--- src/rtl/wrcal_pkg.sv ---
package wrcal_pkg;

   typedef enum logic [3:0] {
      ST_IDLE, ST_WAITB, ST_WREQ, ST_WDATA, ST_GAP,
      ST_RREQ, ST_RDATA, ST_EVAL, ST_DONE, ST_FIN, ST_ERR
   } wrcal_st_e;

   localparam logic [7:0] PAT_BASE = 8'h5A;
   localparam int         PAT_STEP = 37;

   // odd step keeps all bytes distinct across up to 256 (beat, lane) slots
   function automatic logic [7:0] pat_byte(input int beat, input int lane, input int lanes);
      return PAT_BASE + 8'((beat * lanes + lane) * PAT_STEP);
   endfunction

endpackage

--- src/rtl/wrcal_pattern.sv ---
module wrcal_pattern
   import wrcal_pkg::*;
#(
   parameter int LANES  = 4,
   parameter int BEATS  = 4,
   parameter int BEAT_W = 2
) (
   input  logic [BEAT_W-1:0]   beat_i,
   output logic [8*LANES-1:0]  word_o
);

   localparam int DATA_W = 8 * LANES;

   logic [DATA_W-1:0] tbl [BEATS];

   for (genvar b = 0; b < BEATS; b++) begin : g_beat
      for (genvar l = 0; l < LANES; l++) begin : g_lane
         assign tbl[b][8*l +: 8] = pat_byte(b, l, LANES);
      end
   end

   if (BEATS == 1) begin : g_single
      assign word_o = tbl[0];
   end else begin : g_multi
      assign word_o = tbl[beat_i];
   end

endmodule

--- src/rtl/wrcal_lane.sv ---
module wrcal_lane #(
   parameter int DLY_W   = 3,
   parameter int DLY_MAX = 5
) (
   input  logic             clk,
   input  logic             rst_n,
   input  logic             clr_i,
   input  logic             chk_i,
   input  logic [7:0]       got_i,
   input  logic [7:0]       exp_i,
   input  logic             eval_i,
   output logic [DLY_W-1:0] dly_o,
   output logic             fail_o,
   output logic             at_max_o
);

   localparam logic [DLY_W-1:0] DLY_TOP = DLY_W'(DLY_MAX);

   logic             fail_q;
   logic [DLY_W-1:0] dly_q;

   always_ff @(posedge clk) begin
      if (!rst_n) begin
         fail_q <= 1'b0;
         dly_q  <= '0;
      end else begin
         if (clr_i)
            fail_q <= 1'b0;
         else if (chk_i && (got_i != exp_i))
            fail_q <= 1'b1;
         if (eval_i && fail_q && (dly_q != DLY_TOP))
            dly_q <= dly_q + 1'b1;
      end
   end

   assign dly_o    = dly_q;
   assign fail_o   = fail_q;
   assign at_max_o = (dly_q == DLY_TOP);

endmodule

--- src/rtl/wrcal_seq.sv ---
module wrcal_seq
   import wrcal_pkg::*;
#(
   parameter int LANES   = 4,
   parameter int BEATS   = 4,
   parameter int DLY_W   = 3,
   parameter int DLY_MAX = 5,
   parameter int GAP     = 19
) (
   input  logic                   clk,
   input  logic                   rst_n,
   input  logic                   train_done_i,
   input  logic                   ctl_ready_i,
   input  logic                   ctl_busy_i,
   output logic                   cal_sel_o,
   output logic                   wr_req_o,
   input  logic                   dreq_i,
   output logic [8*LANES-1:0]     wdata_o,
   output logic [LANES-1:0]       wmask_o,
   output logic                   rd_req_o,
   input  logic                   rvalid_i,
   input  logic [8*LANES-1:0]     rdata_i,
   output logic [DLY_W*LANES-1:0] lane_dly_o,
   output logic                   ready_o,
   output logic                   cal_err_o
);

   localparam int DATA_W = 8 * LANES;
   localparam int BEAT_W = (BEATS > 1) ? $clog2(BEATS) : 1;
   localparam int GAP_W  = $clog2(GAP + 1);
   localparam logic [BEAT_W-1:0] LAST_BEAT = BEAT_W'(BEATS - 1);
   localparam logic [GAP_W-1:0]  LAST_GAP  = GAP_W'(GAP - 1);

   if (LANES * BEATS > 256) begin : g_bad_pattern
      $error("pattern cannot keep every byte distinct");
   end
   if (DLY_MAX < 1 || DLY_MAX >= (1 << DLY_W)) begin : g_bad_dly
      $error("DLY_MAX must fit in DLY_W bits and be at least 1");
   end
   if (GAP < 1) begin : g_bad_gap
      $error("GAP must be at least one cycle");
   end

   wrcal_st_e          st_q;
   logic [BEAT_W-1:0]  beat_q;
   logic [GAP_W-1:0]   gap_q;
   logic               sel_q, rdy_q, err_q;
   logic [DATA_W-1:0]  wdata_q;
   logic [LANES-1:0]   wmask_q;
   logic [DATA_W-1:0]  pat_word;
   logic [LANES-1:0]   fail, at_max;
   logic               clr, chk, eval;

   assign clr  = (st_q == ST_WREQ);
   assign chk  = (st_q == ST_RDATA) && rvalid_i;
   assign eval = (st_q == ST_EVAL);

   wrcal_pattern #(
      .LANES  (LANES),
      .BEATS  (BEATS),
      .BEAT_W (BEAT_W)
   ) u_pat (
      .beat_i (beat_q),
      .word_o (pat_word)
   );

   for (genvar l = 0; l < LANES; l++) begin : g_lane
      wrcal_lane #(
         .DLY_W   (DLY_W),
         .DLY_MAX (DLY_MAX)
      ) u_lane (
         .clk      (clk),
         .rst_n    (rst_n),
         .clr_i    (clr),
         .chk_i    (chk),
         .got_i    (rdata_i[8*l +: 8]),
         .exp_i    (pat_word[8*l +: 8]),
         .eval_i   (eval),
         .dly_o    (lane_dly_o[DLY_W*l +: DLY_W]),
         .fail_o   (fail[l]),
         .at_max_o (at_max[l])
      );
   end

   always_ff @(posedge clk) begin
      if (!rst_n) begin
         st_q    <= ST_IDLE;
         beat_q  <= '0;
         gap_q   <= '0;
         sel_q   <= 1'b0;
         rdy_q   <= 1'b0;
         err_q   <= 1'b0;
         wdata_q <= '0;
         wmask_q <= '1;
      end else begin
         wmask_q <= '1;
         case (st_q)
            ST_IDLE:
               if (train_done_i && ctl_ready_i) st_q <= ST_WAITB;
            ST_WAITB:
               if (!ctl_busy_i) begin
                  sel_q <= 1'b1;
                  st_q  <= ST_WREQ;
               end
            ST_WREQ: begin
               beat_q <= '0;
               st_q   <= ST_WDATA;
            end
            ST_WDATA:
               if (dreq_i) begin
                  wdata_q <= pat_word;
                  wmask_q <= '0;
                  beat_q  <= beat_q + 1'b1;
                  if (beat_q == LAST_BEAT) begin
                     gap_q <= '0;
                     st_q  <= ST_GAP;
                  end
               end
            ST_GAP: begin
               gap_q <= gap_q + 1'b1;
               if (gap_q == LAST_GAP) st_q <= ST_RREQ;
            end
            ST_RREQ: begin
               beat_q <= '0;
               st_q   <= ST_RDATA;
            end
            ST_RDATA:
               if (rvalid_i) begin
                  beat_q <= beat_q + 1'b1;
                  if (beat_q == LAST_BEAT) st_q <= ST_EVAL;
               end
            ST_EVAL:
               if (|(fail & at_max)) begin
                  err_q <= 1'b1;
                  sel_q <= 1'b0;
                  st_q  <= ST_ERR;
               end else if (fail == '0) begin
                  rdy_q <= 1'b1;
                  st_q  <= ST_DONE;
               end else begin
                  st_q  <= ST_WREQ;
               end
            ST_DONE: begin
               sel_q <= 1'b0;
               st_q  <= ST_FIN;
            end
            default: ;
         endcase
      end
   end

   assign cal_sel_o = sel_q;
   assign wr_req_o  = (st_q == ST_WREQ);
   assign rd_req_o  = (st_q == ST_RREQ);
   assign wdata_o   = wdata_q;
   assign wmask_o   = wmask_q;
   assign ready_o   = rdy_q;
   assign cal_err_o = err_q;

endmodule

--- config.mk ---
export PLATFORM = sky130hd
export DESIGN_NAME = wrcal_seq
export DESIGN_NICKNAME = d
export VERILOG_FILES = /design/src/rtl/wrcal_pkg.sv /design/src/rtl/wrcal_pattern.sv /design/src/rtl/wrcal_lane.sv /design/src/rtl/wrcal_seq.sv
export SDC_FILE = /design/constraint.sdc
export NUM_CORES = 1
export LEC_CHECK = 0
export ABC_CLOCK_PERIOD_IN_PS = 2600
export BUFFER_PORTS_ARGS = -buffer_cell sky130_fd_sc_hd__buf_2
export CAP_MARGIN = 5
export CORE_MARGIN = 2
export CORE_UTILIZATION = 50
export CTS_CLUSTER_SIZE = 40
export DETAILED_ROUTE_END_ITERATION = 7
export PLACE_DENSITY = 0.81
export SETUP_SLACK_MARGIN = 0.3
export SYNTH_ARGS = -nofsm -noshare
export SYNTH_HDL_FRONTEND = slang
export SYNTH_SLANG_ARGS = --single-unit
--- constraint.sdc ---
create_clock -name clk -period 2.6 [get_ports clk]
set_input_delay 0.39 -clock clk [delete_from_list [all_inputs] [get_ports clk]]
set_output_delay 0.39 -clock clk [all_outputs]
set_load 0.005 [all_outputs]
Word-level counts from Yosys, hierarchy flattened
Index checks and enable logic that the tools add are counted.
{"block": "classes", "reduce_logical": 31, "eq_ne": 30, "n_bitwise": 4, "addsub": 6, "mux": 23, "magnitude_cmp": 1}
{"operator": "binary-select mux 32 bit (select 2 bit)", "count": 1}
{"operator": "2-to-1 mux 32 bit", "count": 2}
{"operator": "2-to-1 mux 4 bit", "count": 10}
{"operator": "case mux 4 bit (9 select lines)", "count": 1}
{"operator": "inequality test 8 bit", "count": 4}
{"operator": "== test 4 x 3 -> 1 bit (second input constant)", "count": 4}
{"operator": "logical AND 1 bit", "count": 14}
{"operator": "inequality test 2 bit (second input constant)", "count": 7}
{"operator": "adder 3 x 1 -> 3 bit (second input constant)", "count": 4}
{"operator": "== test 3 bit (second input constant)", "count": 4}
{"operator": "inequality test 3 bit (second input constant)", "count": 4}
{"operator": "AND reduction 3 bit", "count": 4}
{"operator": "2-to-1 mux 5 bit", "count": 2}
{"operator": "case mux 5 bit (2 select lines)", "count": 1}
{"operator": "nonzero test 9 bit", "count": 1}
{"operator": "== test 4 x 2 -> 1 bit (second input constant)", "count": 2}
{"operator": "logical NOT 4 bit", "count": 2}
{"operator": "AND reduction 8 bit", "count": 1}
{"operator": "case mux 2 bit (3 select lines)", "count": 1}
{"operator": "AND reduction 2 bit", "count": 3}
{"operator": "nonzero test 3 bit", "count": 2}
{"operator": "adder 5 x 1 -> 5 bit (second input constant)", "count": 1}
{"operator": "== test 5 bit (second input constant)", "count": 1}
{"operator": "bitwise AND 4 bit", "count": 1}
{"operator": "14 further kinds", "count": 18}
{"block": "word_totals", "register_bits": 66, "input_bits": 39, "word_cells": 111}

Logic depth before layout (Yosys ltp)
Gate-level depths: netlist of run 1.
{"block": "depth", "depth_word": 6, "mapped_depth": 9, "depth_no_buf": 7}

Hierarchy
A second synthesis of run 1 with hierarchy kept.
{"block": "unflattened", "cells_unflattened": 419, "hier_area_um2": 3444.6}
{"mod": "wrcal_seq", "cells_per_inst": 258, "area_each_um2": 2031.9, "seq_area_each_um2": 940.9, "n_inst": 1}
{"mod": "wrcal_lane", "cells_per_inst": 31, "area_each_um2": 284.0, "seq_area_each_um2": 80.1, "n_inst": 4}
{"mod": "wrcal_pattern", "cells_per_inst": 37, "area_each_um2": 276.5, "seq_area_each_um2": 0.0, "n_inst": 1}

Worst setup path after synthesis of run 1
OpenSTA, ideal clock, no wires.
{"block": "synth_timing", "path_kind": "register to register", "startpoint": "reg beat_q[1]", "endpoint": "reg g_lane[2].u_lane.fail_q", "t_arrival_ns": 2.098, "path_buffers": 1, "required_time_ns": 2.484, "path_slack_ns": 0.386, "setup_ns": 0.116, "path_stages_with_launch": 9, "period_less_slack_ns": 2.214, "cell_sequence": "dfxtp_1 > clkbuf_1 > inv_2 > ha_1 > or4_1 > a2111oi_0 > nand4_1 > a21oi_1 > nor2_1"}
{"block": "synth_between", "elab_chain_len": 6}
{"element": "from (decl)", "line_no": "wrcal_seq.sv:45", "rtl": "logic [BEAT_W-1:0] beat_q;"}
{"element": "from (signal assigned)", "line_no": "wrcal_seq.sv:113", "rtl": "beat_q <= beat_q + 1'b1;"}
{"element": "from (signal assigned)", "line_no": "wrcal_seq.sv:129", "rtl": "beat_q <= beat_q + 1'b1;"}
{"element": "inverter 2 -> 3 bit (implied by the code)", "line_no": "wrcal_pattern.sv:25", "rtl": "assign word_o = tbl[beat_i];"}
{"element": "binary-select mux 32 bit (select 2 bit)", "line_no": "wrcal_pattern.sv:25"}
{"element": "2-to-1 mux 32 bit (implied by the code) (2 in a row)", "line_no": "wrcal_pattern.sv:25"}
{"element": "inequality test 8 bit", "line_no": "wrcal_lane.sv:29", "rtl": "else if (chk_i && (got_i != exp_i))"}
{"element": "logical AND 1 bit", "line_no": "wrcal_lane.sv:29"}
{"element": "to (signal assigned)", "line_no": "wrcal_lane.sv:24", "rtl": "fail_q <= 1'b0;"}
{"element": "to (signal assigned)", "line_no": "wrcal_lane.sv:28", "rtl": "fail_q <= 1'b0;"}
{"element": "to (signal assigned)", "line_no": "wrcal_lane.sv:30", "rtl": "fail_q <= 1'b1;"}
{"element": "to (decl)", "line_no": "wrcal_lane.sv:19", "rtl": "logic fail_q;"}
No other way between the ends. The select of a mux whose other input is x is not followed.
A chain may end at the register's enable or synchronous reset.

Worst setup path after layout of run 1
{"block": "layout_timing", "startpoint": "reg beat_q[0]", "endpoint": "reg g_lane[2].u_lane.fail_q"}
Same word-level chain as after synthesis.

==> report_table.html, run 1 <==
<table>
<tr><th>Metric</th><th>Value</th></tr>
<tr><th colspan="2">Run status</th></tr>
<tr><td>Run status</td><td>completed</td></tr>
<tr><th colspan="2">Drt</th></tr>
<tr><td>Antenna-violating nets left</td><td>0</td></tr>
<tr><td>Vias per cell</td><td>5.252</td></tr>
<tr><td>Average routed wire per standard cell</td><td>13.71 um</td></tr>
<tr><td>Total DRC errors in the routed layout</td><td>0</td></tr>
<tr><td>First-pass DRT Iterations</td><td>4</td></tr>
<tr><td>Number of DRC markers in iteration 0</td><td>77</td></tr>
<tr><td>Total vias in the final route</td><td>2337</td></tr>
<tr><td>Detailed Route WL</td><td>6.099 mm</td></tr>
<tr><th colspan="2">Yosys</th></tr>
<tr><td>Ranking of synthesized cells by instance count</td><td>sky130_fd_sc_hd__dfxtp_1, sky130_fd_sc_hd__nor2_1, sky130_fd_sc_hd__nand2_1</td></tr>
<tr><td>Largest area contributor in the synthesized netlist</td><td>sky130_fd_sc_hd__dfxtp_1</td></tr>
<tr><td>Async SR Flop Fraction</td><td>0%</td></tr>
<tr><td>Post-Synthesis Cells</td><td>311</td></tr>
<tr><td>Top cells by area in the synthesized netlist</td><td>sky130_fd_sc_hd__dfxtp_1, sky130_fd_sc_hd__ha_1, sky130_fd_sc_hd__buf_4</td></tr>
<tr><td>Number of flops mapped to enable cells by yosys</td><td>0</td></tr>
<tr><td>Area share of the leading cell type in the synthesized netlist</td><td>34.68%</td></tr>
<tr><td>Syn avg cell area</td><td>8.167 sq um</td></tr>
<tr><td>Cell variety after synth</td><td>47</td></tr>
<tr><td>Syn. warnings</td><td>0</td></tr>
<tr><td>Most frequent cell after synthesis</td><td>sky130_fd_sc_hd__dfxtp_1</td></tr>
<tr><td>Post-synthesis sequential area ratio</td><td>34.68%</td></tr>
<tr><td>Area of the mapped netlist</td><td>2540 sq um</td></tr>
<tr><td>Primary FF master, synth</td><td>sky130_fd_sc_hd__dfxtp_1</td></tr>
<tr><td>Number of storage elements in the synthesis netlist</td><td>44</td></tr>
<tr><th colspan="2">Floorplan</th></tr>
<tr><td>Die H</td><td>75.28 um</td></tr>
<tr><td>Core Footprint</td><td>4817 sq um</td></tr>
<tr><td>Starting utilization of the core area</td><td>52.73%</td></tr>
<tr><td>Die Wd</td><td>75.28 um</td></tr>
<tr><td>Ports placed on the boundary</td><td>92</td></tr>
<tr><td>Area enclosed by the die boundary</td><td>5666 sq um</td></tr>
<tr><td>Core Rows</td><td>25</td></tr>
<tr><th colspan="2">Worst setup path</th></tr>
<tr><td>Arrival time reported for the critical path endpoint</td><td>2370 ps</td></tr>
<tr><td>Largest fanout on the critical path</td><td>6</td></tr>
<tr><td>Critical path required time</td><td>2800 ps</td></tr>
<tr><td>Classification of the worst setup path</td><td>flop to flop</td></tr>
<tr><td>Type of element capturing the critical path</td><td>flop</td></tr>
<tr><td>Sort of element at the start of the critical path</td><td>flop</td></tr>
<tr><th colspan="2">Timing</th></tr>
<tr><td>Highest clock rate</td><td>460.8 MHz</td></tr>
<tr><td>Hold violation total from the final report</td><td>0</td></tr>
<tr><td>Clock Skew</td><td>5.422 ps</td></tr>
<tr><td>Max Slew Vio Count</td><td>0</td></tr>
<tr><td>RSZ-0062 raised after global routing</td><td>false</td></tr>
<tr><td>Accumulated negative setup slack</td><td>0 ps</td></tr>
<tr><td>PnR worst setup slack</td><td>429.9 ps</td></tr>
<tr><td>Final min period</td><td>2170 ps</td></tr>
<tr><td>Worst hold slack after final layout</td><td>368.8 ps</td></tr>
<tr><td>Setup-failing EPs final</td><td>0</td></tr>
<tr><td>Final clock period utilization by the worst path</td><td>83.47%</td></tr>
<tr><th colspan="2">Place</th></tr>
<tr><td>Count of port buffers added during placement</td><td>87</td></tr>
<tr><td># placed instances</td><td>437</td></tr>
<tr><td>Pre-CTS setup slack</td><td>429.7 ps</td></tr>
<tr><td>Placed instance area</td><td>2890 sq um</td></tr>
<tr><td>DP Wirelength</td><td>4.504 mm</td></tr>
<tr><td>Placer Congestion</td><td>0.8588</td></tr>
<tr><th colspan="2">GRT</th></tr>
<tr><td>Pin count of the biggest net entering global routing</td><td>30</td></tr>
<tr><td>Wire length of the first global-routing pass</td><td>8.990 mm</td></tr>
<tr><td>Via count of the first global-routing pass</td><td>2046</td></tr>
<tr><td>Initial antenna violation count</td><td>0</td></tr>
<tr><td>Grt total ovfl</td><td>0</td></tr>
<tr><td>Overall track demand over capacity in global routing</td><td>20.94%</td></tr>
<tr><th colspan="2">Layout</th></tr>
<tr><td>Diode insertion count for antenna repair</td><td>0</td></tr>
<tr><td>Combined area of the multi-input logic cells</td><td>1381 sq um</td></tr>
<tr><td>Area Overhead vs Synth</td><td>20.05%</td></tr>
<tr><td>Final Instance Area</td><td>3049 sq um</td></tr>
<tr><td>Seq. cell area</td><td>880.8 sq um</td></tr>
<tr><td>Fill count</td><td>465</td></tr>
<tr><td>Number of cells in the finished layout apart from fillers</td><td>445</td></tr>
<tr><td>Final layout net count</td><td>430</td></tr>
<tr><td>Post-layout util</td><td>63.30%</td></tr>
<tr><td>Share of layout cells above drive strength 1</td><td>28.84%</td></tr>
<tr><th colspan="2">Clocking</th></tr>
<tr><td>CTS H-tree lvls</td><td>2</td></tr>
<tr><td>Clock-pin slew on the worst setup and hold paths</td><td>80 ps</td></tr>
<tr><td>Clock sink count</td><td>44</td></tr>
<tr><td>Buffers from clock root to sink, at most</td><td>2</td></tr>
<tr><td>Post-cts resize count</td><td>0</td></tr>
<tr><td>Number of buffers inserted for hold repair after clock tree synthesis</td><td>0</td></tr>
<tr><td>TritonCTS clock tree</td><td>done</td></tr>
<tr><td>Number of buffers created by CTS</td><td>5</td></tr>
<tr><td>Library cell used as clock root buffer</td><td>sky130_fd_sc_hd__clkbuf_8</td></tr>
<tr><td>Setup repair bufs after CTS</td><td>0</td></tr>
<tr><td>Source-to-sink clock delay at the later pin of the worst-skew pair</td><td>300 ps</td></tr>
<tr><th colspan="2">Hold path</th></tr>
<tr><td>Class of the worst hold path</td><td>primary input to flop</td></tr>
<tr><th colspan="2">Flow run</th></tr>
<tr><td>Max-cap violation count</td><td>0</td></tr>
<tr><th colspan="2">Pwr</th></tr>
<tr><td>Total power</td><td>1.667 mW</td></tr>
<tr><td>Total leakage power</td><td>1.338 nW</td></tr>
<tr><td>Ratio of total power to cell area</td><td>546.7 nW/um^2</td></tr>
<tr><td>Worst IR drop on VDD</td><td>0.0002840 V</td></tr>
</table>
[final timing paths]
kind | start | endpoint | slack, ps | cells past startpoint
max | beat_q[0] | g_lane[2].u_lane.fail_o | 430 | 7
min | rst_n | wmask_o[2] | 370 | 2
max reg2reg | beat_q[0] | g_lane[2].u_lane.fail_o | 430 | 7
min reg2reg | wdata_o[29] | wdata_o[29] | 470 | 2
[logic make-up after synthesis]
kind of cell	share of synthesized area [%]
buf+inv	11.38
mux	0.7882
fa+ha+maj	6.897
other cells	0.1476
flops	34.68
compound gates	13.20
simple gates	23.60
xor+xnor	9.310
[placed cells by master (no fill, tap or decap), drive strengths merged, types with 2 or more instances in the layout]
master | Yosys | routed
o211ai | 3 | 3
nand4 | 3 | 3
a21oi | 23 | 23
nand3b | 3 | 3
nand2b | 6 | 6
o2111ai | 2 | 2
and3 | 5 | 5
buf | 24 | 95
nor2b | 3 | 3
nor3b | 5 | 5
dfxtp | 44 | 44
or2 | 2 | 2
nor4 | 4 | 4
nand2 | 29 | 29
nand3 | 8 | 8
mux2i | 2 | 2
or4 | 3 | 3
nor2 | 36 | 36
conb | 1 | 4
ha | 14 | 14
xor2 | 9 | 9
bufinv | 0 | 3
and4b | 2 | 2
inv | 13 | 13
o21a | 2 | 2
o31ai | 2 | 2
o21ai | 6 | 6
nor3 | 7 | 7
xnor2 | 18 | 18
a211oi | 6 | 6
clkbuf | 15 | 5
[layer usage]
| metal | global-route usage (%) | vias to the layer above | wire length (um) |
|---|---|---|---|
| met5 | 0 | - | 0 |
| met2 | 37.82 | 91 | 2939 |
| met4 | 7.018 | 0 | 72 |
| li1 | - | 1159 | - |
| met3 | 3.614 | 8 | 403 |
| met1 | 25.08 | 1079 | 2683 |
[final cells by class]
cell class / count / share of cell area (%)
sequential: 44 / 28.89
timing repair buffer: 95 / 16.25
multi-input combinational: 218 / 45.30
tap: 67 / 2.749
clock buffer: 5 / 2.257
clock inverter: 3 / 2.954
inverter: 13 / 1.600
[registers in the layout (all words and copies together), names as in the netlist]
name and flops:
cal_err_o 1, gap_q 5, g_lane.u_lane.dly_o 12, beat_q 2
ready_o 1, cal_sel_o 1, st_q 4, wmask_o 1
g_lane.u_lane.fail_o 4, wdata_o 13
[power breakdown]
part / internal (mW) / total [mW] / switching, mW
combinational: 0.109 / 0.250 / 0.140
sequential: 0.687 / 0.699 / 0.0120
clock: 0.480 / 0.718 / 0.238
total: 1.28 / 1.67 / 0.390
[critical path: stages (launching register included)]
cell and delay (ps):
sky130_fd_sc_hd__dfxtp_1 340, sky130_fd_sc_hd__inv_1 80, sky130_fd_sc_hd__ha_1 280, sky130_fd_sc_hd__or4_1 530, sky130_fd_sc_hd__a2111oi_0 470, sky130_fd_sc_hd__nand4_1 160
sky130_fd_sc_hd__a21oi_1 160, sky130_fd_sc_hd__nor2_1 50
Note: power is estimated with default switching activity, not from simulation.
==> inputs of run 2 (changes only) <==
--- a/config.mk
+++ b/config.mk
@@ -5,14 +5,15 @@
 export SDC_FILE = /design/constraint.sdc
 export NUM_CORES = 1
 export LEC_CHECK = 0
-export ABC_CLOCK_PERIOD_IN_PS = 2600
+export ABC_AREA = 1
+export ABC_CLOCK_PERIOD_IN_PS = 1800
 export BUFFER_PORTS_ARGS = -buffer_cell sky130_fd_sc_hd__buf_2
 export CAP_MARGIN = 5
 export CORE_MARGIN = 2
-export CORE_UTILIZATION = 50
+export CORE_UTILIZATION = 46
 export CTS_CLUSTER_SIZE = 40
 export DETAILED_ROUTE_END_ITERATION = 7
-export PLACE_DENSITY = 0.81
+export PLACE_DENSITY = 0.77
 export SETUP_SLACK_MARGIN = 0.3
 export SYNTH_ARGS = -nofsm -noshare
 export SYNTH_HDL_FRONTEND = slang
==> constraint.sdc (replaced) <==
create_clock -name clk -period 1.8 [get_ports clk]
set_input_delay 0.27 -clock clk [delete_from_list [all_inputs] [get_ports clk]]
set_output_delay 0.27 -clock clk [all_outputs]
set_load 0.005 [all_outputs]
==> run 2 against run 1 <==
Clock-buffer cell count grew 1. Synthesized cell count is 28% higher. Clock skew rose by 7.4 ps. Area after synthesis grew 8.7%.
==> report_table.html, run 2 <==
<table>
<tr><th>Metric</th><th>Value</th></tr>
<tr><th colspan="2">Layout</th></tr>
<tr><td>Highest-count cells in the layout ignoring fill and taps</td><td>sky130_fd_sc_hd__buf_2, sky130_fd_sc_hd__nand2_1, sky130_fd_sc_hd__inv_1</td></tr>
<tr><td>Flip-flop count of the largest register, all copies and words added</td><td>13 (unchanged)</td></tr>
<tr><td>Share of layout cells above drive strength 1</td><td>31.93% (+3.1 points)</td></tr>
<tr><td>Final layout net count</td><td>528 (+23%)</td></tr>
<tr><td>Diode insertion count for antenna repair</td><td>0 (unchanged)</td></tr>
<tr><td>Area Overhead vs Synth</td><td>21.84%</td></tr>
<tr><td>Leading cell type in the layout, fill and taps excluded</td><td>sky130_fd_sc_hd__buf_2</td></tr>
<tr><th colspan="2">Yosys</th></tr>
<tr><td>Post-synthesis sequential area ratio</td><td>31.90% (-2.8 points)</td></tr>
<tr><td>Async SR Flop Fraction</td><td>0% (unchanged)</td></tr>
<tr><td>Area share of the leading cell type in the synthesized netlist</td><td>31.90% (-2.8 points)</td></tr>
<tr><td>Syn. warnings</td><td>0 (unchanged)</td></tr>
<tr><td>Largest area contributor in the synthesized netlist</td><td>sky130_fd_sc_hd__dfxtp_1</td></tr>
<tr><td>Cell variety after synth</td><td>35 (-26%)</td></tr>
<tr><td>Number of storage elements in the synthesis netlist</td><td>44 (unchanged)</td></tr>
<tr><td>Top cells by area in the synthesized netlist</td><td>sky130_fd_sc_hd__dfxtp_1, sky130_fd_sc_hd__nand2_1, sky130_fd_sc_hd__inv_1</td></tr>
<tr><td>Primary FF master, synth</td><td>sky130_fd_sc_hd__dfxtp_1</td></tr>
<tr><td>Ranking of synthesized cells by instance count</td><td>sky130_fd_sc_hd__nand2_1, sky130_fd_sc_hd__inv_1, sky130_fd_sc_hd__dfxtp_1</td></tr>
<tr><td>Number of flops mapped to enable cells by yosys</td><td>0 (unchanged)</td></tr>
<tr><td>Most frequent cell after synthesis</td><td>sky130_fd_sc_hd__nand2_1</td></tr>
<tr><td>Area of the mapped netlist</td><td>2761 sq um (+8.7%)</td></tr>
<tr><td>Syn avg cell area</td><td>6.921 sq um (-15%)</td></tr>
<tr><td>Post-Synthesis Cells</td><td>399 (+28%)</td></tr>
<tr><th colspan="2">Worst setup path</th></tr>
<tr><td>CP endpoint</td><td>g_lane[3].u_lane.fail_o</td></tr>
<tr><td>Worst r2r src</td><td>beat_q[0]</td></tr>
<tr><td>Classification of the worst setup path</td><td>flop to flop</td></tr>
<tr><td>Arrival time reported for the critical path endpoint</td><td>1660 ps (-710 ps)</td></tr>
<tr><td>Capture point of the worst reg-to-reg path</td><td>g_lane[3].u_lane.fail_o</td></tr>
<tr><td>Flop-to-flop setup slack</td><td>340 ps (-90 ps)</td></tr>
<tr><td>Sort of element at the start of the critical path</td><td>flop</td></tr>
<tr><td>Type of element capturing the critical path</td><td>flop</td></tr>
<tr><td>Largest fanout on the critical path</td><td>7 (+1)</td></tr>
<tr><td>Origin of the worst setup path</td><td>beat_q[0]</td></tr>
<tr><td>Register-to-Register Path Depth</td><td>9 (+2)</td></tr>
<tr><td>Critical path required time</td><td>2000 ps (-800 ps)</td></tr>
<tr><th colspan="2">Run status</th></tr>
<tr><td>Run status</td><td>completed</td></tr>
<tr><th colspan="2">GRT</th></tr>
<tr><td>Grt total ovfl</td><td>0 (unchanged)</td></tr>
<tr><td>Via count of the first global-routing pass</td><td>2420 (+18%)</td></tr>
<tr><td>Overall track demand over capacity in global routing</td><td>19.83% (-1.1 points)</td></tr>
<tr><td>Pin count of the biggest net entering global routing</td><td>24 (-20%)</td></tr>
<tr><td>Wire length of the first global-routing pass</td><td>10.43 mm (+16%)</td></tr>
<tr><td>Initial antenna violation count</td><td>0 (unchanged)</td></tr>
<tr><th colspan="2">Pwr</th></tr>
<tr><td>Cell Int Power</td><td>2.008 mW (+57%)</td></tr>
<tr><td>Fraction of power consumed by the clock network</td><td>26.1% (-17 points)</td></tr>
<tr><td>Switch Pwr</td><td>1.110 mW (+180%)</td></tr>
<tr><td>Total leakage power</td><td>1.717 nW (+28%)</td></tr>
<tr><td>Switching share of power</td><td>35.60% (+12 points)</td></tr>
<tr><td>Sequential Power Share</td><td>37.3% (-4.7 points)</td></tr>
<tr><td>Worst IR drop on VDD</td><td>0.0006041 V (+110%)</td></tr>
<tr><td>Ratio of total power to cell area</td><td>926.5 nW/um^2 (+69%)</td></tr>
<tr><td>Combinational share of power</td><td>36.7% (+22 points)</td></tr>
<tr><th colspan="2">Drt</th></tr>
<tr><td>Average routed wire per standard cell</td><td>11.72 um (-14%)</td></tr>
<tr><td>First-pass DRT Iterations</td><td>4 (unchanged)</td></tr>
<tr><td>Antenna-violating nets left</td><td>0 (unchanged)</td></tr>
<tr><td>Total DRC errors in the routed layout</td><td>0 (unchanged)</td></tr>
<tr><td>Detailed Route WL</td><td>6.457 mm (+5.9%)</td></tr>
<tr><td>Vias per cell</td><td>4.913 (-6.5%)</td></tr>
<tr><td>Total vias in the final route</td><td>2707 (+16%)</td></tr>
<tr><td>Number of DRC markers in iteration 0</td><td>88 (+14%)</td></tr>
<tr><th colspan="2">Clocking</th></tr>
<tr><td>Buffers from clock root to sink, at most</td><td>2 (unchanged)</td></tr>
<tr><td>Number of buffers created by CTS</td><td>5 (unchanged)</td></tr>
<tr><td>Source-to-sink clock delay at the later pin of the worst-skew pair</td><td>310 ps (about the same)</td></tr>
<tr><td>Clock sink count</td><td>44 (unchanged)</td></tr>
<tr><td>Library cell used as clock root buffer</td><td>sky130_fd_sc_hd__clkbuf_8</td></tr>
<tr><td>Clock-pin slew on the worst setup and hold paths</td><td>90 ps (about the same)</td></tr>
<tr><td>TritonCTS clock tree</td><td>done</td></tr>
<tr><td>Number of buffers inserted for hold repair after clock tree synthesis</td><td>0 (unchanged)</td></tr>
<tr><td>CTS H-tree lvls</td><td>2 (unchanged)</td></tr>
<tr><th colspan="2">Timing</th></tr>
<tr><td>RSZ-0062 raised after global routing</td><td>true</td></tr>
<tr><td>Setup-failing EPs final</td><td>0 (unchanged)</td></tr>
<tr><td>Accumulated negative setup slack</td><td>0 ps (unchanged)</td></tr>
<tr><td>Max Slew Vio Count</td><td>0 (unchanged)</td></tr>
<tr><td>Final min period</td><td>1460 ps (-709.6 ps)</td></tr>
<tr><td>Final clock period utilization by the worst path</td><td>81.14% (-2.3 points)</td></tr>
<tr><td>PnR worst setup slack</td><td>339.5 ps (-90.37 ps)</td></tr>
<tr><td>Clock Skew</td><td>12.87 ps (+7.448 ps)</td></tr>
<tr><td>Highest clock rate</td><td>684.7 MHz (+49%)</td></tr>
<tr><td>Hold violation total from the final report</td><td>0 (unchanged)</td></tr>
<tr><th colspan="2">Floorplan</th></tr>
<tr><td>Ports placed on the boundary</td><td>92 (unchanged)</td></tr>
<tr><td>Die H</td><td>81.48 um (+8.2%)</td></tr>
<tr><td>Die Wd</td><td>81.48 um (+8.2%)</td></tr>
<tr><td>Area enclosed by the die boundary</td><td>6639 sq um (+17%)</td></tr>
<tr><td>Core Rows</td><td>28 (+12%)</td></tr>
<tr><td>Core Footprint</td><td>5851 sq um (+21%)</td></tr>
<tr><td>Starting utilization of the core area</td><td>47.20% (-5.5 points)</td></tr>
<tr><th colspan="2">Place</th></tr>
<tr><td>Pre-CTS setup slack</td><td>87.35 ps (-342.4 ps)</td></tr>
<tr><td>Count of port buffers added during placement</td><td>87 (unchanged)</td></tr>
<tr><td>DP Wirelength</td><td>5.068 mm (+13%)</td></tr>
<tr><td>Placer Congestion</td><td>0.8927 (+3.9%)</td></tr>
<tr><th colspan="2">Hold path</th></tr>
<tr><td>Class of the worst hold path</td><td>primary input to flop</td></tr>
<tr><th colspan="2">Flow run</th></tr>
<tr><td>Max-cap violation count</td><td>0 (unchanged)</td></tr>
</table>
run 2: cell count changes after synthesis, moves of 6 or more:
cell | previous run | this run
sky130_fd_sc_hd__o21ai_0 | 5 | 19
sky130_fd_sc_hd__nand2_1 | 29 | 82
sky130_fd_sc_hd__clkbuf_1 | 15 | 3
sky130_fd_sc_hd__nand2b_1 | 6 | 0
sky130_fd_sc_hd__inv_1 | 11 | 53
sky130_fd_sc_hd__a21oi_1 | 23 | 39
sky130_fd_sc_hd__nand3_1 | 8 | 30
sky130_fd_sc_hd__xnor2_1 | 18 | 2
run 2: cells by family after synthesis:
logic type / share of synthesized area [%]
and+or+nand+nor: 29.63
buffers and inverters: 16.18
AOI/OAI and AO/OA: 13.59
DFF: 31.90
adders and majority gates: 6.344
xor gates and xnor gates: 2.220
other: 0.1358
run 2: stage by stage:
stage	std cells	power [mW]	instance area, sq um	util [%]	hold WS (ps)
5_1_grt	551	3.333	3364	57.51	385.3
2_1_floorplan	402	1.878	2776	-	408.4
6_report	551	3.117	3364	57.51	350.1
3_3_place_gp	538	2.069	3117	53.27	439.9
4_1_cts	549	3.031	3297	56.35	350.9
3_5_place_dp	538	2.097	3117	53.27	443.7
run 2: layer usage:
metal  global-route usage (%)  vias to the layer above  part of all wire, %
met5                        0                        -                    0
met4                    7.458                        0                  1.8
met3                    3.626                       11                  5.7
met2                    33.61                       82                   47
met1                    25.02                     1217                   45
li1                         -                     1397                    -
run 2: repair_timing:
action | in CTS | in global routing
setup endpoints to repair | 6 | 13
pin swaps | 2 | 6
buffers inserted | 3 | 2
endpoints found under the hold margin | 0 | 0
gates resized for setup | 11 | 18
run 2: power by group through the flow:
stage	sequential [mW]	combinational [mW]	clock, mW
after floorplan	1.13	0.745	0
after global placement	1.14	0.927	0
after detailed placement	1.15	0.951	0
after CTS	1.14	1.06	0.828
after global routing	1.17	1.30	0.857
final	1.16	1.14	0.812
run 2: worst min path at each step:
stage	cells past startpoint	endpoint	startpoint	slack [ps]
6_report	4	cal_sel_o	ctl_busy_i	350
3_5_place_dp	2	cal_err_o	cal_err_o	440
4_1_cts	4	cal_sel_o	ctl_busy_i	350
2_1_floorplan	2	g_lane[0].u_lane.dly_o[0]	rst_n	410
3_3_place_gp	2	ready_o	ready_o	440
5_1_grt	4	cal_sel_o	ctl_busy_i	390
run 2: cell type report:
type                            count  area [sq um]
Fill cell                         550          2486
Timing Repair Buffer               94         488.0
Clock inverter                      2         38.79
Tap cell                           75         93.84
Inverter                           62         249.0
Multi-Input combinational cell    268          1511
Clock buffer                        6         82.58
Sequential cell                    44         900.9
run 2: critical path, cell delays in order, from the launching register on:
cell and delay, ps:
sky130_fd_sc_hd__dfxtp_4 420, sky130_fd_sc_hd__inv_4 70, sky130_fd_sc_hd__ha_4 310, sky130_fd_sc_hd__inv_2 50, sky130_fd_sc_hd__nand2_1 70, sky130_fd_sc_hd__o21ai_0 80, sky130_fd_sc_hd__nor3_1 170, sky130_fd_sc_hd__nand2_1 80
sky130_fd_sc_hd__nand2_1 60, sky130_fd_sc_hd__a21oi_1 50
==> inputs of run 3 (changes only) <==
--- a/config.mk
+++ b/config.mk
@@ -6,14 +6,14 @@
 export NUM_CORES = 1
 export LEC_CHECK = 0
 export ABC_AREA = 1
-export ABC_CLOCK_PERIOD_IN_PS = 1800
+export ABC_CLOCK_PERIOD_IN_PS = 1500
 export BUFFER_PORTS_ARGS = -buffer_cell sky130_fd_sc_hd__buf_2
 export CAP_MARGIN = 5
 export CORE_MARGIN = 2
-export CORE_UTILIZATION = 46
+export CORE_UTILIZATION = 50
 export CTS_CLUSTER_SIZE = 40
 export DETAILED_ROUTE_END_ITERATION = 7
-export PLACE_DENSITY = 0.77
+export PLACE_DENSITY = 0.79
 export SETUP_SLACK_MARGIN = 0.3
 export SYNTH_ARGS = -nofsm -noshare
 export SYNTH_HDL_FRONTEND = slang
==> constraint.sdc (replaced) <==
create_clock -name clk -period 1.5 [get_ports clk]
set_input_delay 0.225 -clock clk [delete_from_list [all_inputs] [get_ports clk]]
set_output_delay 0.225 -clock clk [all_outputs]
set_load 0.005 [all_outputs]
==> run 3 against run 2 <==
Sequential power rose by 21%. Final cell count is 4.9% higher. Die area fell by 7.6%. Highest routed layer unchanged. Critical path depth unchanged. Non-clock buffer count increased by 27. Combinational power rose by 70%. Wire length is 28% higher. Fmax is 2.0% lower. Clock-buffer cell count unchanged. Register-to-register slack got worse by 330 ps. Critical endpoint unchanged. Global-route usage up 4.0 points. Clock skew fell by 7.4 ps.
==> report_table.html, run 3 (same netlist as run 2, synthesis figures left out) <==
<table>
<tr><th>Metric</th><th>Value</th></tr>
<tr><th colspan="2">Drt</th></tr>
<tr><td>Number of DRC markers in iteration 0</td><td>224 (+150%)</td></tr>
<tr><td>Total vias in the final route</td><td>3024 (+12%)</td></tr>
<tr><td>Vias per cell</td><td>5.232 (+6.5%)</td></tr>
<tr><td>Detailed Route WL</td><td>8.247 mm (+28%)</td></tr>
<tr><td>First-pass DRT Iterations</td><td>5 (+1)</td></tr>
<tr><td>Average routed wire per standard cell</td><td>14.27 um (+22%)</td></tr>
<tr><td>Antenna-violating nets left</td><td>0 (unchanged)</td></tr>
<tr><td>Total DRC errors in the routed layout</td><td>0 (unchanged)</td></tr>
<tr><th colspan="2">GRT</th></tr>
<tr><td>Overall track demand over capacity in global routing</td><td>23.81% (+4.0 points)</td></tr>
<tr><td>Initial antenna violation count</td><td>0 (unchanged)</td></tr>
<tr><td>Pin count of the biggest net entering global routing</td><td>24 (unchanged)</td></tr>
<tr><td>Via count of the first global-routing pass</td><td>2656 (+9.8%)</td></tr>
<tr><td>Grt total ovfl</td><td>0 (unchanged)</td></tr>
<tr><td>Wire length of the first global-routing pass</td><td>11.76 mm (+13%)</td></tr>
<tr><th colspan="2">Clocking</th></tr>
<tr><td>Number of buffers created by CTS</td><td>5 (unchanged)</td></tr>
<tr><td>Source-to-sink clock delay at the later pin of the worst-skew pair</td><td>310 ps (about the same)</td></tr>
<tr><td>Library cell used as clock root buffer</td><td>sky130_fd_sc_hd__clkbuf_8</td></tr>
<tr><td>Buffers from clock root to sink, at most</td><td>2 (unchanged)</td></tr>
<tr><td>Clock-pin slew on the worst setup and hold paths</td><td>90 ps (about the same)</td></tr>
<tr><td>TritonCTS clock tree</td><td>done</td></tr>
<tr><td>CTS H-tree lvls</td><td>2 (unchanged)</td></tr>
<tr><td>Clock sink count</td><td>44 (unchanged)</td></tr>
<tr><td>Number of buffers inserted for hold repair after clock tree synthesis</td><td>0 (unchanged)</td></tr>
<tr><th colspan="2">Timing</th></tr>
<tr><td>Hold violation total from the final report</td><td>0 (unchanged)</td></tr>
<tr><td>Final min period</td><td>1490 ps (+29.16 ps)</td></tr>
<tr><td>Highest clock rate</td><td>671.3 MHz (-2.0%)</td></tr>
<tr><td>RSZ-0062 raised after global routing</td><td>true</td></tr>
<tr><td>Clock Skew</td><td>5.436 ps (-7.434 ps)</td></tr>
<tr><td>Max Slew Vio Count</td><td>0 (unchanged)</td></tr>
<tr><td>Setup-failing EPs final</td><td>0 (unchanged)</td></tr>
<tr><td>Final clock period utilization by the worst path</td><td>99.31% (+18 points)</td></tr>
<tr><th colspan="2">Place</th></tr>
<tr><td># placed instances</td><td>535 (-0.56%)</td></tr>
<tr><td>DP Wirelength</td><td>4.820 mm (-4.9%)</td></tr>
<tr><td>Placed instance area</td><td>3159 sq um (+1.4%)</td></tr>
<tr><td>Placer Congestion</td><td>0.9420 (+5.5%)</td></tr>
<tr><td>Count of port buffers added during placement</td><td>87 (unchanged)</td></tr>
<tr><th colspan="2">Layout</th></tr>
<tr><td>Combined area of the multi-input logic cells</td><td>1792 sq um (+19%)</td></tr>
<tr><td>Seq. cell area</td><td>913.4 sq um (+1.4%)</td></tr>
<tr><td>Highest-count cells in the layout ignoring fill and taps</td><td>sky130_fd_sc_hd__buf_2, sky130_fd_sc_hd__nand2_1, sky130_fd_sc_hd__inv_1</td></tr>
<tr><td>Flip-flop count of the largest register, all copies and words added</td><td>13 (unchanged)</td></tr>
<tr><td>Share of layout cells above drive strength 1</td><td>47.63% (+16 points)</td></tr>
<tr><td>Number of cells in the finished layout apart from fillers</td><td>578 (+4.9%)</td></tr>
<tr><td>Fill count</td><td>390 (-29%)</td></tr>
<tr><td>Area Overhead vs Synth</td><td>42.55%</td></tr>
<tr><td>Final Instance Area</td><td>3936 sq um (+17%)</td></tr>
<tr><td>Leading cell type in the layout, fill and taps excluded</td><td>sky130_fd_sc_hd__buf_2</td></tr>
<tr><td>Diode insertion count for antenna repair</td><td>0 (unchanged)</td></tr>
<tr><td>Final layout net count</td><td>558 (+5.7%)</td></tr>
<tr><th colspan="2">Worst setup path</th></tr>
<tr><td>Sort of element at the start of the critical path</td><td>flop</td></tr>
<tr><td>Largest fanout on the critical path</td><td>8 (+1)</td></tr>
<tr><td>Kind of cell adding the most delay to the critical path</td><td>simple AND/OR/NAND/NOR gates</td></tr>
<tr><td>Ordered cell list for the critical path</td><td>inv_6 -&gt; ha_4 -&gt; buf_6 -&gt; nand2_1 -&gt; nand4_1 -&gt; nor2_1 -&gt; nand2_1 -&gt; nand2_1 -&gt; a21oi_2</td></tr>
<tr><td>Delay contributed by the slowest stage of the critical path</td><td>420 ps (about the same)</td></tr>
<tr><td>Critical path required time</td><td>1710 ps (-290 ps)</td></tr>
<tr><td>Buffers plus inverters on the worst setup path</td><td>2 (unchanged)</td></tr>
<tr><td>Standard cell with the maximum stage delay on the critical path</td><td>sky130_fd_sc_hd__dfxtp_4</td></tr>
<tr><td>Worst path most repeated cell</td><td>sky130_fd_sc_hd__nand2_1</td></tr>
<tr><td>Type of element capturing the critical path</td><td>flop</td></tr>
<tr><td>Classification of the worst setup path</td><td>flop to flop</td></tr>
<tr><td>Arrival time reported for the critical path endpoint</td><td>1690 ps (+30 ps)</td></tr>
<tr><th colspan="2">Hold path</th></tr>
<tr><td>Class of the worst hold path</td><td>primary input to flop</td></tr>
<tr><th colspan="2">Floorplan</th></tr>
<tr><td>Starting utilization of the core area</td><td>51.09% (+3.9 points)</td></tr>
<tr><td>Die Wd</td><td>78.32 um (-3.9%)</td></tr>
<tr><td>Core Rows</td><td>27 (-3.6%)</td></tr>
<tr><td>Area enclosed by the die boundary</td><td>6133 sq um (-7.6%)</td></tr>
<tr><td>Core Footprint</td><td>5405 sq um (-7.6%)</td></tr>
<tr><td>Die H</td><td>78.32 um (-3.9%)</td></tr>
<tr><td>Ports placed on the boundary</td><td>92 (unchanged)</td></tr>
<tr><th colspan="2">Pwr</th></tr>
<tr><td>Cell Int Power</td><td>2.493 mW (+24%)</td></tr>
<tr><td>Ratio of total power to cell area</td><td>1052 nW/um^2 (+14%)</td></tr>
<tr><td>Switch Pwr</td><td>1.650 mW (+49%)</td></tr>
<tr><td>Worst IR drop on VDD</td><td>0.0008303 V (+37%)</td></tr>
<tr><td>Total leakage power</td><td>1.911 nW (+11%)</td></tr>
<tr><td>Combinational share of power</td><td>46.8% (+10 points)</td></tr>
<tr><td>Sequential Power Share</td><td>33.7% (-3.6 points)</td></tr>
<tr><td>Fraction of power consumed by the clock network</td><td>19.5% (-6.6 points)</td></tr>
<tr><td>Switching share of power</td><td>39.83% (+4.2 points)</td></tr>
<tr><th colspan="2">Run status</th></tr>
<tr><td>Run status</td><td>completed</td></tr>
<tr><th colspan="2">Flow run</th></tr>
<tr><td>Max-cap violation count</td><td>0 (unchanged)</td></tr>
</table>
run 3: cell types whose count changed in the layout (fill, tap and decap cells not counted), sizes merged:
cell / previous run / this run
buf: 94 / 121
nand2: 89 / 90
clkinv: 5 / 7
bufinv: 1 / 0
inv: 58 / 59
run 3: per-layer routing:
metal	vias up	routed length, um	global-route usage (%)
met5	-	0	0
met3	28	477	3.678
met2	144	4219	42.24
li1	1456	-	-
met4	0	255	8.772
met1	1396	3296	29.06
run 3: worst reg2reg max path, stage by stage, from the launching register on:
cell and delay (ps):
sky130_fd_sc_hd__dfxtp_4 420, sky130_fd_sc_hd__inv_6 50, sky130_fd_sc_hd__ha_4 260, sky130_fd_sc_hd__buf_6 130, sky130_fd_sc_hd__nand2_1 90, sky130_fd_sc_hd__nand4_1 130
sky130_fd_sc_hd__nor2_1 120, sky130_fd_sc_hd__nand2_1 60, sky130_fd_sc_hd__nand2_1 80, sky130_fd_sc_hd__a21oi_2 50
run 3: final cells by class:
type	instances	area share, %
inverters	62	7.629
clock buffers	6	2.098
well taps	72	2.289
flip-flops and latches	44	23.20
repair buffers	121	18.56
repair inverters	2	0.4450
clock inverters	2	0.2543
multi-input cells	269	45.52
run 3: what timing repair did:
item | CTS | global route
pin swaps | 18 | 17
gates cloned | 3 | 0
setup endpoints to repair | 42 | 45
resized for setup | 61 | 54
buffers inserted | 22 | 10
run 3: final timing paths:
path                             end  cells past startpoint       from  slack [ps]
max reg2reg  g_lane[3].u_lane.fail_o                      9  beat_q[1]          10
max          g_lane[3].u_lane.fail_o                      9  beat_q[1]          10
min reg2reg                cal_err_o                      2  cal_err_o         460
min                         gap_q[4]                      3      rst_n         340
run 3: power by group through the flow:
stage                     registers, mW  clock network (mW)  logic (mW)
final                              1.40               0.806        1.94
after floorplan                    1.39                   0        1.00
after global placement             1.40                   0        1.20
after CTS                          1.39               0.803        1.51
after detailed placement           1.40                   0        1.23
after global routing               1.41               0.845        2.10
run 3: metrics by stage:
stage | utilization (%) | power [mW] | setup WS, ps | TNS, ps | hold WS, ps
after floorplan | - | 2.387 | 168.9 | 0 | 363.4
after global placement | 58.45 | 2.604 | 79.55 | 0 | 439.1
after detailed placement | 58.45 | 2.632 | -23.27 | -23.27 | 445.4
after CTS | 67.48 | 3.711 | 104.0 | 0 | 330.8
after global routing | 72.82 | 4.354 | -67.25 | -107.2 | 346.4
final | 72.82 | 4.143 | 10.37 | 0 | 340.3
